[config.mk]
export PLATFORM = sky130hd
export DESIGN_NAME = presettable_down_counter
export DESIGN_NICKNAME = d
export VERILOG_FILES = /design/src/rtl/dd_pkg.sv /design/src/rtl/dd_sync.sv /design/src/rtl/dd_edge.sv /design/src/rtl/dd_core.sv /design/src/rtl/presettable_down_counter.sv
export SDC_FILE = /design/constraint.sdc
export NUM_CORES = 1
export LEC_CHECK = 0
export ABC_AREA = 1
export BUFFER_PORTS_ARGS = -buffer_cell sky130_fd_sc_hd__buf_2
export CORE_MARGIN = 3
export CORE_UTILIZATION = 43
export CTS_BUF_LIST = sky130_fd_sc_hd__clkbuf_16
export DETAILED_ROUTE_END_ITERATION = 8
export GPL_ROUTABILITY_DRIVEN = 0
export PLACE_DENSITY = 0.7
export REMOVE_ABC_BUFFERS = 1
export SYNTH_ARGS = -nofsm -noshare
export SYNTH_HDL_FRONTEND = slang
export SYNTH_SLANG_ARGS = --single-unit
[constraint.sdc]
create_clock -name sys_clk -period 1.2 [get_ports sys_clk]
set_clock_uncertainty 0.2 [all_clocks]
set_input_delay 0.06 -clock sys_clk [delete_from_list [all_inputs] [get_ports sys_clk]]
set_output_delay 0.06 -clock sys_clk [all_outputs]
set_load 0.005 [all_outputs]
[src/rtl/dd_pkg.sv]
package dd_pkg;

    typedef enum logic [1:0] {
        ST_CLEAR  = 2'd0,
        ST_PRESET = 2'd1,
        ST_COUNT  = 2'd2
    } run_state_e;

endpackage

[src/rtl/dd_sync.sv]
module dd_sync #(
    parameter int WIDTH  = 2,
    parameter int STAGES = 2
) (
    input  logic             sys_clk,
    input  logic [WIDTH-1:0] d,
    output logic [WIDTH-1:0] q
);
    localparam int TOTAL = WIDTH * STAGES;

    logic [TOTAL-1:0] shift_q;

    // Datapath synchronizer: no reset, the flops settle from the inputs.
    always_ff @(posedge sys_clk) begin
        shift_q <= {shift_q[TOTAL-WIDTH-1:0], d};
    end

    assign q = shift_q[TOTAL-1 -: WIDTH];
endmodule

[src/rtl/dd_edge.sv]
module dd_edge (
    input  logic sys_clk,
    input  logic clk_lvl,
    input  logic inh_lvl,
    output logic step
);
    logic clk_d;
    logic inh_d;

    always_ff @(posedge sys_clk) begin
        clk_d <= clk_lvl;
        inh_d <= inh_lvl;
    end

    logic clk_rise;
    logic inh_fall;

    assign clk_rise = clk_lvl & ~clk_d;
    assign inh_fall = inh_d & ~inh_lvl;

    // Rising count clock with hold low, or falling hold with count clock high.
    assign step = (clk_rise & ~inh_lvl) | (inh_fall & clk_lvl);
endmodule

[src/rtl/dd_core.sv]
module dd_core
    import dd_pkg::*;
#(
    parameter int WIDTH = 4,
    parameter bit BCD   = 1'b0
) (
    input  logic             sys_clk,
    input  logic             clr,
    input  logic             load,
    input  logic [WIDTH-1:0] load_val,
    input  logic             chain,
    input  logic             step,
    output logic [WIDTH-1:0] count,
    output logic             zero_out
);
    localparam int               MODULUS  = BCD ? 10 : (1 << WIDTH);
    localparam logic [WIDTH-1:0] WRAP_VAL = WIDTH'(MODULUS - 1);

    run_state_e       state_q;
    run_state_e       state_d;
    logic [WIDTH-1:0] cnt_q;
    logic [WIDTH-1:0] cnt_d;

    // Next-state logic.
    always_comb begin
        state_d = state_q;
        unique case (state_q)
            ST_CLEAR:  state_d = load ? ST_PRESET : ST_COUNT;
            ST_PRESET: state_d = load ? ST_PRESET : ST_COUNT;
            ST_COUNT:  state_d = load ? ST_PRESET : ST_COUNT;
            default:   state_d = ST_CLEAR;
        endcase
    end

    // Count datapath: preset beats a pending step.
    always_comb begin
        cnt_d = cnt_q;
        if (load) begin
            cnt_d = load_val;
        end else if (step) begin
            cnt_d = (cnt_q == '0) ? WRAP_VAL : cnt_q - 1'b1;
        end
    end

    // State register.
    always_ff @(posedge sys_clk or posedge clr) begin
        if (clr) begin
            state_q <= ST_CLEAR;
            cnt_q   <= '0;
        end else begin
            state_q <= state_d;
            cnt_q   <= cnt_d;
        end
    end

    // Outputs with level-sensitive overrides.
    always_comb begin
        if (clr) begin
            count    = '0;
            zero_out = load | chain;
        end else if (load) begin
            count    = load_val;
            zero_out = 1'b0;
        end else begin
            count    = cnt_q;
            zero_out = chain && (cnt_q == '0) && (state_q != ST_PRESET);
        end
    end
endmodule

[src/rtl/presettable_down_counter.sv]
module presettable_down_counter #(
    parameter int WIDTH       = 4,
    parameter bit BCD         = 1'b0,
    parameter int SYNC_STAGES = 2
) (
    input  logic             sys_clk,
    input  logic             clr,
    input  logic             cnt_clk,
    input  logic             hold,
    input  logic             load,
    input  logic [WIDTH-1:0] load_val,
    input  logic             chain,
    output logic [WIDTH-1:0] count,
    output logic             zero_out
);
    logic [1:0] lvl_s;
    logic       step;

    dd_sync #(
        .WIDTH  (2),
        .STAGES (SYNC_STAGES)
    ) u_sync (
        .sys_clk (sys_clk),
        .d       ({cnt_clk, hold}),
        .q       (lvl_s)
    );

    dd_edge u_edge (
        .sys_clk (sys_clk),
        .clk_lvl (lvl_s[1]),
        .inh_lvl (lvl_s[0]),
        .step    (step)
    );

    dd_core #(
        .WIDTH (WIDTH),
        .BCD   (BCD)
    ) u_core (
        .sys_clk  (sys_clk),
        .clr      (clr),
        .load     (load),
        .load_val (load_val),
        .chain    (chain),
        .step     (step),
        .count    (count),
        .zero_out (zero_out)
    );
endmodule

After elaboration in Yosys (flattened, before gate mapping):

Index checks and enable logic that the tools add are counted.
Widths: inputs -> output; s select.

* bits of input ports: 10
* output and inout bits: 5
* word-level logic and storage cells: 32
* flip-flop bits (word level): 12

* equality and inequality tests: 3
* reduce and logical (&&, ||, !) cells: 6
* $add $sub $neg: 1
* bitwise operators: 8
* mux-type cells: 9

Operators by type and width (number)
* $mux 4: 5
* $and 1x1->1: 4
* $logic_not 4->1: 1
* $mux 2: 2
* $sub 4x1->4 const B: 1
* $reduce_or 3->1: 1
* $eq 2x1->1 const B: 1
* $eq 2x2->1 const B: 1
* $logic_and 1x1->1: 2
* $logic_not 2->1: 1
* $mux 1: 2
* $ne 2x1->1 const B: 1
* $not 1->1: 2
* $or 1x1->1: 2
* $reduce_bool 2->1: 1

Longest topological paths before layout:

Gate-level depths: netlist of run 1.

* depth after elaboration: 6
* mapped depth: 6
* gate-level depth less buffers: 6

By module:

From an unflattened synthesis of run 1, not the netlist that was laid out.

* cell total of the unflattened synthesis: 71
* area total of the unflattened synthesis: 546.8 um^2

Modules (own cells, without submodules)
* dd_core: cells each 58, sequential area each 150.1 um^2, area an instance 392.9 um^2, instances 1
* dd_sync: cells each 6, sequential area each 80.1 um^2, area an instance 95.1 um^2, instances 1
* dd_edge: cells each 7, sequential area each 40.0 um^2, area an instance 58.8 um^2, instances 1

Worst setup path before layout of run 1:

Ideal clock, no wire load.

* kind: register to register
* start: register u_core.cnt_q[0]
* end: register u_core.cnt_q[3]
* slack: -0.039 ns
* arrival time: 0.922 ns
* cell stages (with the launch flop): 7
* library setup time: 0.117 ns
* path buffers: 0
* path through: dfrtp_1 inv_1 ha_1 a21oi_1 nand2_1 nand3_1 nand2_1

* word-level cells in the longest chain between the ends: 4
* elaborated cells on any way between the ends: 5

Ends and longest elaborated chain
* start: declaration: RTL line dd_core.sv:21 `logic [WIDTH-1:0] cnt_q;`
* start signal: assignment: RTL line dd_core.sv:52 `cnt_q <= cnt_d;`
* $sub 4x1->4 or $logic_not 4->1 (tied branches): RTL line dd_core.sv:41 `cnt_d = (cnt_q == '0) ? WRAP_VAL : cnt_q - 1'b1;`
* $mux 4 *: RTL line dd_core.sv:41
* $mux 4 *: RTL line dd_core.sv:40 `end else if (step) begin`
* $mux 4 *: RTL line dd_core.sv:38 `if (load) begin`

Every way passes the cells marked *; elsewhere a longest branch is shown, timed or not. The select of a mux whose other input is x is not followed.
A chain may end at the register's enable or synchronous reset.

Final worst setup path of run 1:

* start: register u_core.cnt_q[0]
* end: output port zero_out

* word-level cells in the longest chain between the ends: 5

Ends and longest elaborated chain
* $logic_not 4->1: RTL line dd_core.sv:66 `zero_out = chain && (cnt_q == '0) && (state_q != ST_PRESET);`
* $logic_and 1x1->1 (2 in a row): RTL line dd_core.sv:66
* $mux 1: RTL line dd_core.sv:61 `end else if (load) begin`
* $mux 1: RTL line dd_core.sv:58 `if (clr) begin`
* end: declaration: RTL line presettable_down_counter.sv:14 `output logic zero_out`

Every way passes these cells.

==> run summary, run 1 <==
Post-Route WL: 1.73 mm
Final Max Slew Viols: 0
RSZ-0062 raised after global routing: yes
DR DRC count: 0
Worst Tran Pin Value: 336 ps
largest net degree at the start of global routing: 13
Hold WC Path Type: input port to flip-flop
setup slack, reg-to-reg: -200 ps
total core area: 1170 um2
minimum clock period: 1510 ps
ANT cells: 0
CP endpoint kind: primary output
CTS root buffer: clkbuf_16
std cell rows: 12
Clk pin slew, worst setup/hold paths: 40 ps
Die W: 42.2 um
count leader, synth: nand2_1
Sw Pwr: 378 uW
layout cell share with drive strength beyond 1: 0.495
drt wl/cell: 14.6 um
synth-to-layout area growth: 61.8%
Reg power frac: 0.329
Synth area leaders: dfrtp_1 (27%), dfxtp_1 (21%), nand2_1 (11%)
Sink Count: 12
leakage power total: 0.000455 uW
Layout Utilization: 0.778
Starting Density: 0.481
Sw Share: 0.263
Comb pwr share: 0.251
Max-cap violations: 0
failing checks: negative hold slack, negative setup slack
dpl ws: -122 ps
Post-synth EDFFs: 0
CP Class: flip-flop to primary output
placed cell areas: 669 um2
Avg Inst Size Synth: 7.93 um2
CTS tree: done
Routed Antenna Nets: 0
CP max FO: 2
Hold WS: -12.7 ps
status: finished with violations
Final Setup Violations: 9
pwr/cell area: 1580 nW/um2
Cells after DPL: 102
post-route cell area: 911 um2
first-pass GRT wire length: 2.59 mm
Final Hold Viols: 2
Nets: 117
Yosys top cell by area: dfrtp_1
share of synthesized registers carrying an async set or reset: 0.500
Vias: 611
Seq/Total Area, Yosys: 0.480
initial antenna violation count: 0
maximum clock path buffer count: 2
H-Tree Depth: 1
yosys warns: 0
Port-buffer cells: 14
Synth top cells by count: nand2_1 (16), inv_1 (9), a21oi_1 (7)
Die ar.: 1780 um2
Synth Register Bits: 12
die height: 42.2 um
Mapped Area: 563 um2
Distinct cells, synth: 18
First-pass DRT Iterations: 4
worst relative slew slack: 0.776
Crit-path slowest cell: dfrtp_1
total track usage: 0.197
Max Freq: 0.662 GHz
Cells after Synth: 71
Final WS setup: -310 ps
Iteration-0 DRC Markers: 14
I/O pin cnt: 15
Top FF cell, synth: dfxtp_1
Layout Cells excl Fill: 119
vias per cell: 5.13
Detailed Place HPWL: 921 um
CP Cell Sequence: inv_2 -> ha_4 -> nand4_1 -> a21oi_2 -> buf_2
Worst EP required: 940 ps
area share of the largest cell type after synthesis: 0.267
clock power share: 0.420
internal power: 1060 uW
crit path launch type: flip-flop
Num CTS Buffers: 3
slowest stage delay, CP: 390 ps
clk_lat worst skew: 240 ps
grt total ovfl: 0
final worst-path cycle share: 1.26
vias in the first global route: 572
crit path DAT: 1250 ps
maximum VDD drop: 1.20 mV
==> cell families after synthesis <==
kind of cell | count (synthesis) | share of synthesized area
AND/OR/NAND/NOR | 35 | 0.287
XOR/XNOR | 1 | 0.0156
flip-flops | 12 | 0.480
adder cells (fa/ha/maj) | 1 | 0.0222
buffers and inverters | 12 | 0.0933
AO/OA/AOI/OAI | 10 | 0.102
==> power by group through the flow <==
stage,sequential [uW],clock [uW],combinational [uW]
2_1_floorplan,464,0,129
3_3_place_gp,467,0,214
3_5_place_dp,470,0,224
4_1_cts,466,606,296
5_1_grt,477,630,398
6_report,474,604,360
==> stage by stage <==
| stage | setup TNS, ps | power [uW] |
|---|---|---|
| final | -1550 | 1440 |
| after global routing | -2100 | 1510 |
| after CTS | -1000 | 1370 |
| after detailed placement | -298 | 693 |
| after global placement | -152 | 681 |
| after floorplan | -38.9 | 593 |
==> cell type report <==
| class | count | area [um2] |
|---|---|---|
| well taps | 14 | 17.5 |
| repair buffers | 31 | 210 |
| fillers | 76 | 260 |
| clock buffers | 3 | 75.1 |
| inverters | 11 | 41.3 |
| multi-input cells | 47 | 292 |
| flip-flops and latches | 12 | 272 |
| clock inverters | 1 | 3.75 |
==> state kept, by name (all words and copies together) (netlist names) <==
| register | flops |
|---|---|
| u_sync.shift_q | 4 |
| u_edge.clk_d | 1 |
| u_core.cnt_q | 4 |
| u_edge.inh_d | 1 |
| u_core.state_q | 2 |
==> critical path: cells and delay by family (launching register included) <==
kind                       cells  cell delay (ps)
DFF                            1              390
buffers and inverters          2              220
AOI/OAI and AO/OA              1              160
adders and majority gates      1              130
and+or+nand+nor                1              110
==> cells in the final DEF, fill, tap and decap left out, types with 3 or more instances in the layout <==
cell type and n:
a21oi_1 4, a21oi_2 3, buf_2 14, buf_4 12, clkbuf_16 3, dfrtp_1 5, dfxtp_1 6, dlygate4sd3_1 5
inv_1 6, inv_2 5, nand2_1 14, nand2_2 3, nand3_1 5, nor2_1 3, nor2_2 4
==> routing by layer <==
layer  vias up  routed length [um]  global-route usage
met3         7                  83              0.0515
met4         0                  57              0.0932
met5         -                   0                   0
met1       292                 647               0.232
li1        292                   -                   -
met2        20                 944               0.328
==> path summary, 6_finish.rpt <==
check / startpoint / end / cells past startpoint
max: u_core.cnt_q[0] / zero_out / 5
min: load_val[1] / u_core.cnt_q[1] / 5
max reg2reg: u_core.cnt_q[0] / u_core.cnt_q[3] / 7
min reg2reg: u_sync.shift_q[1] / u_sync.shift_q[3] / 0
max in group asynchronous: clr / u_core.cnt_q[2] / 4
min in group asynchronous: clr / u_core.state_q[0] / 4
==> what timing repair did <==
action | 4_1_cts | 5_1_grt
gates resized for setup | 9 | 8
endpoints found under the setup margin | 9 | 9
hold buffers | 5 | 0
hold endpoints to repair | 12 | 0
pin swaps | 7 | 7
buffers inserted | 5 | 4
gates cloned | 0 | 0
Power figures use the tool's default switching activity.
==> run 2, diff against run 1 <==
==> constraint.sdc (replaced) <==
create_clock -name sys_clk -period 1.2 [get_ports sys_clk]
set_clock_uncertainty 0.2 [all_clocks]
set_input_delay 0.24 -clock sys_clk [delete_from_list [all_inputs] [get_ports sys_clk]]
set_output_delay 0.24 -clock sys_clk [all_outputs]
set_load 0.005 [all_outputs]
==> run 2 against run 1 <==
The flow finishes with violations (negative setup slack). Register-to-register slack worse by 60 ps. Critical path depth stayed put. Cell area increased by 3.2%. Non-clock buffer count is 5 higher. First-iteration DRC count fell by 7.1%. Via count up 0.49%. Flip-flop and latch count did not move. Sequential power is 3% lower. Core utilization rose by 2.5 points. Die area stayed put. Sequential share of layout area shrank 1.0 points. Largest power group unchanged.
==> run summary, run 2 (synthesized netlist as in run 1, its figures left out) <==
Hold WC Path Type: flip-flop to flip-flop
status: finished with violations
Hold Path Depth: 0 (-5)
final worst-path cycle share: 1.36 (+0.104)
Worst EP required: 760 ps (-180 ps)
maximum clock path buffer count: 2 (unchanged)
std cell rows: 12 (unchanged)
Final Setup Violations: 9 (unchanged)
layout cell share with drive strength beyond 1: 0.518 (+0.0229)
placed cell areas: 759 um2 (+13%)
footprint of the multi-input gates: 282 um2 (-3.4%)
total core area: 1170 um2 (unchanged)
CP max FO: 2 (unchanged)
total track usage: 0.189 (-0.00811)
Reg2Reg Launch Point: u_core.cnt_q[1]
Worst Tran Pin Value: 337 ps (+0.740 ps)
pwr/cell area: 1520 nW/um2 (-3.5%)
Final Max Slew Viols: 0 (unchanged)
vias per cell: 4.95 (-3.6%)
failing checks: negative setup slack
Filler cells: 58 (-24%)
die height: 42.2 um (unchanged)
R2R depth: 8 (+1)
Final WS setup: -436 ps (-125 ps)
highest routed metal layer: met4
Nets: 122 (+4.3%)
largest net degree at the start of global routing: 13 (unchanged)
most frequent cells in the layout: buf_4 (17), nand2_1 (15), buf_2 (14)
clk_lat worst skew: 230 ps (about the same)
crit path DAT: 1200 ps (-50 ps)
First-pass DRT Iterations: 4 (unchanged)
met3 wire len: 48 um (-42%)
CP endpoint kind: primary output
synth-to-layout area growth: 66.9%
FF-to-FF End: u_core.cnt_q[3]
Routed Antenna Nets: 0 (unchanged)
register area: 270 um2 (-0.46%)
maximum VDD drop: 1.14 mV (-5.4%)
CP Class: flip-flop to primary output
Max Freq: 0.611 GHz (-7.7%)
hold_sp: u_sync.shift_q[1]
worst relative slew slack: 0.775 (about the same)
biggest regs: u_core.cnt_q x4, u_sync.shift_q x4, u_core.state_q x2
grt total ovfl: 0 (unchanged)
Port-buffer cells: 14 (unchanged)
Die ar.: 1780 um2 (unchanged)
DR DRC count: 0 (unchanged)
Post-Route WL: 1.61 mm (-6.9%)
first-pass GRT wire length: 2.60 mm (+0.54%)
ANT cells: 0 (unchanged)
initial antenna violation count: 0 (unchanged)
met1 WL: 618 um (-4.5%)
Hold WS: 123 ps (+136 ps)
Vias: 614 (+0.49%)
Final Hold Viols: 0 (-2)
Die W: 42.2 um (unchanged)
hold endpoint: u_sync.shift_q[3]
I/O pin cnt: 15 (unchanged)
H-Tree Depth: 1 (unchanged)
dpl ws: -222 ps (-99.8 ps)
CTS root buffer: clkbuf_16
setup slack, reg-to-reg: -260 ps (-60 ps)
Starting Density: 0.481 (unchanged)
CTS tree: done
Iteration-0 DRC Markers: 13 (-1)
Num CTS Buffers: 3 (unchanged)
vias in the first global route: 650 (+14%)
drt wl/cell: 13.0 um (-11%)
minimum clock period: 1640 ps (+125 ps)
crit path launch type: flip-flop
post-route cell area: 940 um2 (+3.2%)
commonest non-fill, non-tap cell in the layout: buf_4
routed length on met2: 922 um (-2.3%)
Detailed Place HPWL: 992 um (+7.7%)
Sink Count: 12 (unchanged)
Max-cap violations: 0 (unchanged)
leakage power total: 0.000487 uW (+7.1%)
RSZ-0062 raised after global routing: yes
Clk pin slew, worst setup/hold paths: 40 ps (about the same)
Layout Utilization: 0.802 (+0.0246)
## run 2: cell types whose count changed in the layout (fill, tap and decap cells not counted), sizes merged
cell	delta
buf	+7
dlygate4sd3	-2
## run 2: through the flow
stage	total power [uW]	cells	setup TNS (ps)
5_1_grt	1500	124	-2870
2_1_floorplan	593	70	-188
6_report	1430	124	-2320
3_3_place_gp	730	114	-947
3_5_place_dp	740	114	-1230
4_1_cts	1370	122	-1910
## run 2: critical path: stages (launching register included)
cell and delay (ps):
dfrtp_1 380, inv_2 100, ha_4 140, nand4_1 90, a21oi_2 140, buf_2 120
## run 2: cell type report
cell class              instances  share of cell area
clock buffers                   3              0.0799
clock inverters                 1             0.00399
inverters                      11              0.0439
multi-input cells              47               0.300
flip-flops and latches         12               0.288
well taps                      14              0.0186
repair buffers                 36               0.266
## run 2: per-layer routing
layer	GRT usage	up-vias
met5	0	-
met4	0.0870	0
met3	0.0343	4
met2	0.368	10
met1	0.186	296
li1	-	304
## run 2: how the worst max path moves through the flow
stage	from	endpoint	slack, ps	cells past startpoint
3_3_place_gp	load	zero_out	-180	5
3_5_place_dp	u_core.cnt_q[0]	u_core.cnt_q[3]	-220	7
2_1_floorplan	u_core.cnt_q[0]	zero_out	-150	4
4_1_cts	u_core.cnt_q[1]	zero_out	-450	5
5_1_grt	u_core.cnt_q[1]	zero_out	-490	5
6_report	u_core.cnt_q[1]	zero_out	-440	5
## run 2: power by group
part	switching, uW	leakage, uW	total (uW)	internal (uW)
logic	180	0.000325	375	195
registers	22.6	0.000123	462	440
clock network	157	0.0000385	594	437
total	360	0.000487	1430	1070
## run 2: repair_timing
item / 4_1_cts / 5_1_grt
resized for setup: 7 / 9
setup buffers: 1 / 3
pin swaps: 5 / 5
endpoints found under the setup margin: 8 / 9
hold buffers: 3 / 0
endpoints found under the hold margin: 8 / 0
==> run 3, diff against run 2 <==
SETUP_SLACK_MARGIN = 0.5   (was unset)
==> run 3 against run 2 <==
Clock-buffer cell count did not move. Total power grew 0.36%. Non-clock buffer count shrank 2. Worst hold slack got worse by 250 ps. Cell area fell by 0.53%. Register-to-register slack about the same. First-iteration DRC count shrank 23%. Flip-flop and latch count did not move. Final cell count fell by 1.6%. Maximum frequency down 1.1%. Largest cell class unchanged. Core utilization fell by 0.43 points. The flow finishes with violations (negative hold slack, negative setup slack).
==> run summary, run 3 (synthesized netlist as in run 1, its figures left out) <==
status: finished with violations
failing checks: negative hold slack, negative setup slack
Final Hold Viols: 8 (+8)
Max-cap violations: 0 (unchanged)
Filler cells: 62 (+6.9%)
Routed Antenna Nets: 0 (unchanged)
layer with the highest usage: met2
std cell rows: 12 (unchanged)
vias per cell: 4.87 (-1.7%)
grt total ovfl: 0 (unchanged)
Final Setup Violations: 8 (-1)
CP Class: flip-flop to primary output
Port-buffer cells: 14 (unchanged)
Reg2Reg Launch Point: u_core.cnt_q[0]
initial antenna violation count: 0 (unchanged)
Die W: 42.2 um (unchanged)
setup slack, reg-to-reg: -260 ps (about the same)
first-pass GRT wire length: 2.52 mm (-3.2%)
Post-Route WL: 1.57 mm (-2.8%)
Final WS setup: -454 ps (-18.0 ps)
vias in the first global route: 625 (-3.8%)
total track usage: 0.182 (-0.00705)
Worst setup endpoint: zero_out
CTS root buffer: clkbuf_16
Die ar.: 1780 um2 (unchanged)
overall power: 1440 uW (+0.36%)
FF-to-FF End: u_core.cnt_q[3]
biggest regs: u_core.cnt_q x4, u_sync.shift_q x4, u_core.state_q x2
maximum clock path buffer count: 2 (unchanged)
Worst Tran Pin Value: 195 ps (-142 ps)
CP endpoint kind: primary output
GRT met3 Usage: 0.0343 (unchanged)
most frequent cells in the layout: buf_4 (17), nand2_1 (15), buf_2 (13)
crit path DAT: 1210 ps (about the same)
RSZ-0062 raised after global routing: yes
R2R depth: 8 (unchanged)
total core area: 1170 um2 (unchanged)
Hold WS: -124 ps (-247 ps)
layout cell share with drive strength beyond 1: 0.556 (+0.0374)
pwr/cell area: 1540 nW/um2 (+0.90%)
minimum clock period: 1650 ps (+18.0 ps)
final worst-path cycle share: 1.38 (+0.0150)
Detailed Place HPWL: 992 um (unchanged)
CTS tree: done
setup_tns: -2400 ps (-83.0 ps)
DR DRC count: 0 (unchanged)
Vias: 594 (-3.3%)
Nets: 120 (-1.6%)
crit path launch type: flip-flop
Starting Density: 0.481 (unchanged)
Layout Utilization: 0.798 (-0.00427)
worst relative slew slack: 0.870 (+0.0946)
H-Tree Depth: 1 (unchanged)
Sink Count: 12 (unchanged)
ANT cells: 0 (unchanged)
First-pass DRT Iterations: 4 (unchanged)
CP Launch Point: u_core.cnt_q[1]
synth-to-layout area growth: 66.0%
Final Max Slew Viols: 0 (unchanged)
die height: 42.2 um (unchanged)
met1 Use GR: 0.197 (+0.0105)
largest net degree at the start of global routing: 13 (unchanged)
drt wl/cell: 12.9 um (-1.2%)
GRT met2 Usage: 0.331 (-0.0365)
CP max FO: 2 (unchanged)
clk_lat worst skew: 230 ps (about the same)
commonest non-fill, non-tap cell in the layout: buf_4
Max Freq: 0.605 GHz (-1.1%)
Clk pin slew, worst setup/hold paths: 40 ps (about the same)
maximum VDD drop: 1.51 mV (+32%)
I/O pin cnt: 15 (unchanged)
Num CTS Buffers: 3 (unchanged)
Iteration-0 DRC Markers: 10 (-3)
Worst EP required: 760 ps (about the same)
Hold WC Path Type: input port to asynchronous set/reset pin
leakage power total: 0.000483 uW (-0.85%)
## run 3: cell count changes in the layout (fill, tap and decap cells not counted)
cell | before | now
buf_6 | 2 | 4
dlygate4sd3_1 | 3 | 0
a21oi_2 | 3 | 5
buf_2 | 14 | 13
a21oi_1 | 4 | 2
## run 3: repair_timing
action	4_1_cts	5_1_grt
hold endpoints to repair	8	8
pin swaps	7	5
gates resized for setup	11	10
buffers inserted	1	3
endpoints found under the setup margin	11	11
## run 3: worst max-delay path: stages, from the launching register on
cell     delay (ps)
dfrtp_1         380
inv_2            80
ha_4            140
nand4_1         110
a21oi_2         150
buf_2           120
## run 3: per-layer routing
| layer | up-vias | wire length [um] | share of wire |
|---|---|---|---|
| li1 | 299 | - | - |
| met1 | 281 | 681 | 0.43 |
| met2 | 10 | 821 | 0.52 |
| met3 | 4 | 34 | 0.022 |
| met4 | 0 | 31 | 0.020 |
| met5 | - | 0 | 0 |
## run 3: how the worst min path moves through the flow
stage,startpoint,end,slack (ps),cells past startpoint
floorplan,clr,u_core.cnt_q[0],-160,1
global placement,clr,u_core.cnt_q[3],90,3
detailed placement,clr,u_core.cnt_q[3],90,3
CTS,clr,u_core.cnt_q[1],-140,3
global route,clr,u_core.cnt_q[3],-120,3
finish,clr,u_core.state_q[0],-120,3
## run 3: layout make-up
class,instances,area (um2),share of cell area
clock buffer,3,75.1,0.0803
clock inverter,1,3.75,0.00402
inverter,11,41.3,0.0442
multi-input combinational,47,289,0.309
sequential,12,270,0.289
tap,14,17.5,0.0187
timing repair buffer,34,238,0.254
## run 3: stage by stage
stage	std cells	cell area [um2]	setup WS (ps)
after global routing	122	935	-509
final	122	935	-454
after CTS	119	878	-453
after floorplan	70	552	-150
after detailed placement	114	759	-222
after global placement	114	759	-177
## run 3: report_power, final
| group | internal (uW) | switching, uW | total, uW |
|---|---|---|---|
| logic | 202 | 177 | 379 |
| registers | 440 | 24.0 | 464 |
| clock network | 437 | 157 | 594 |
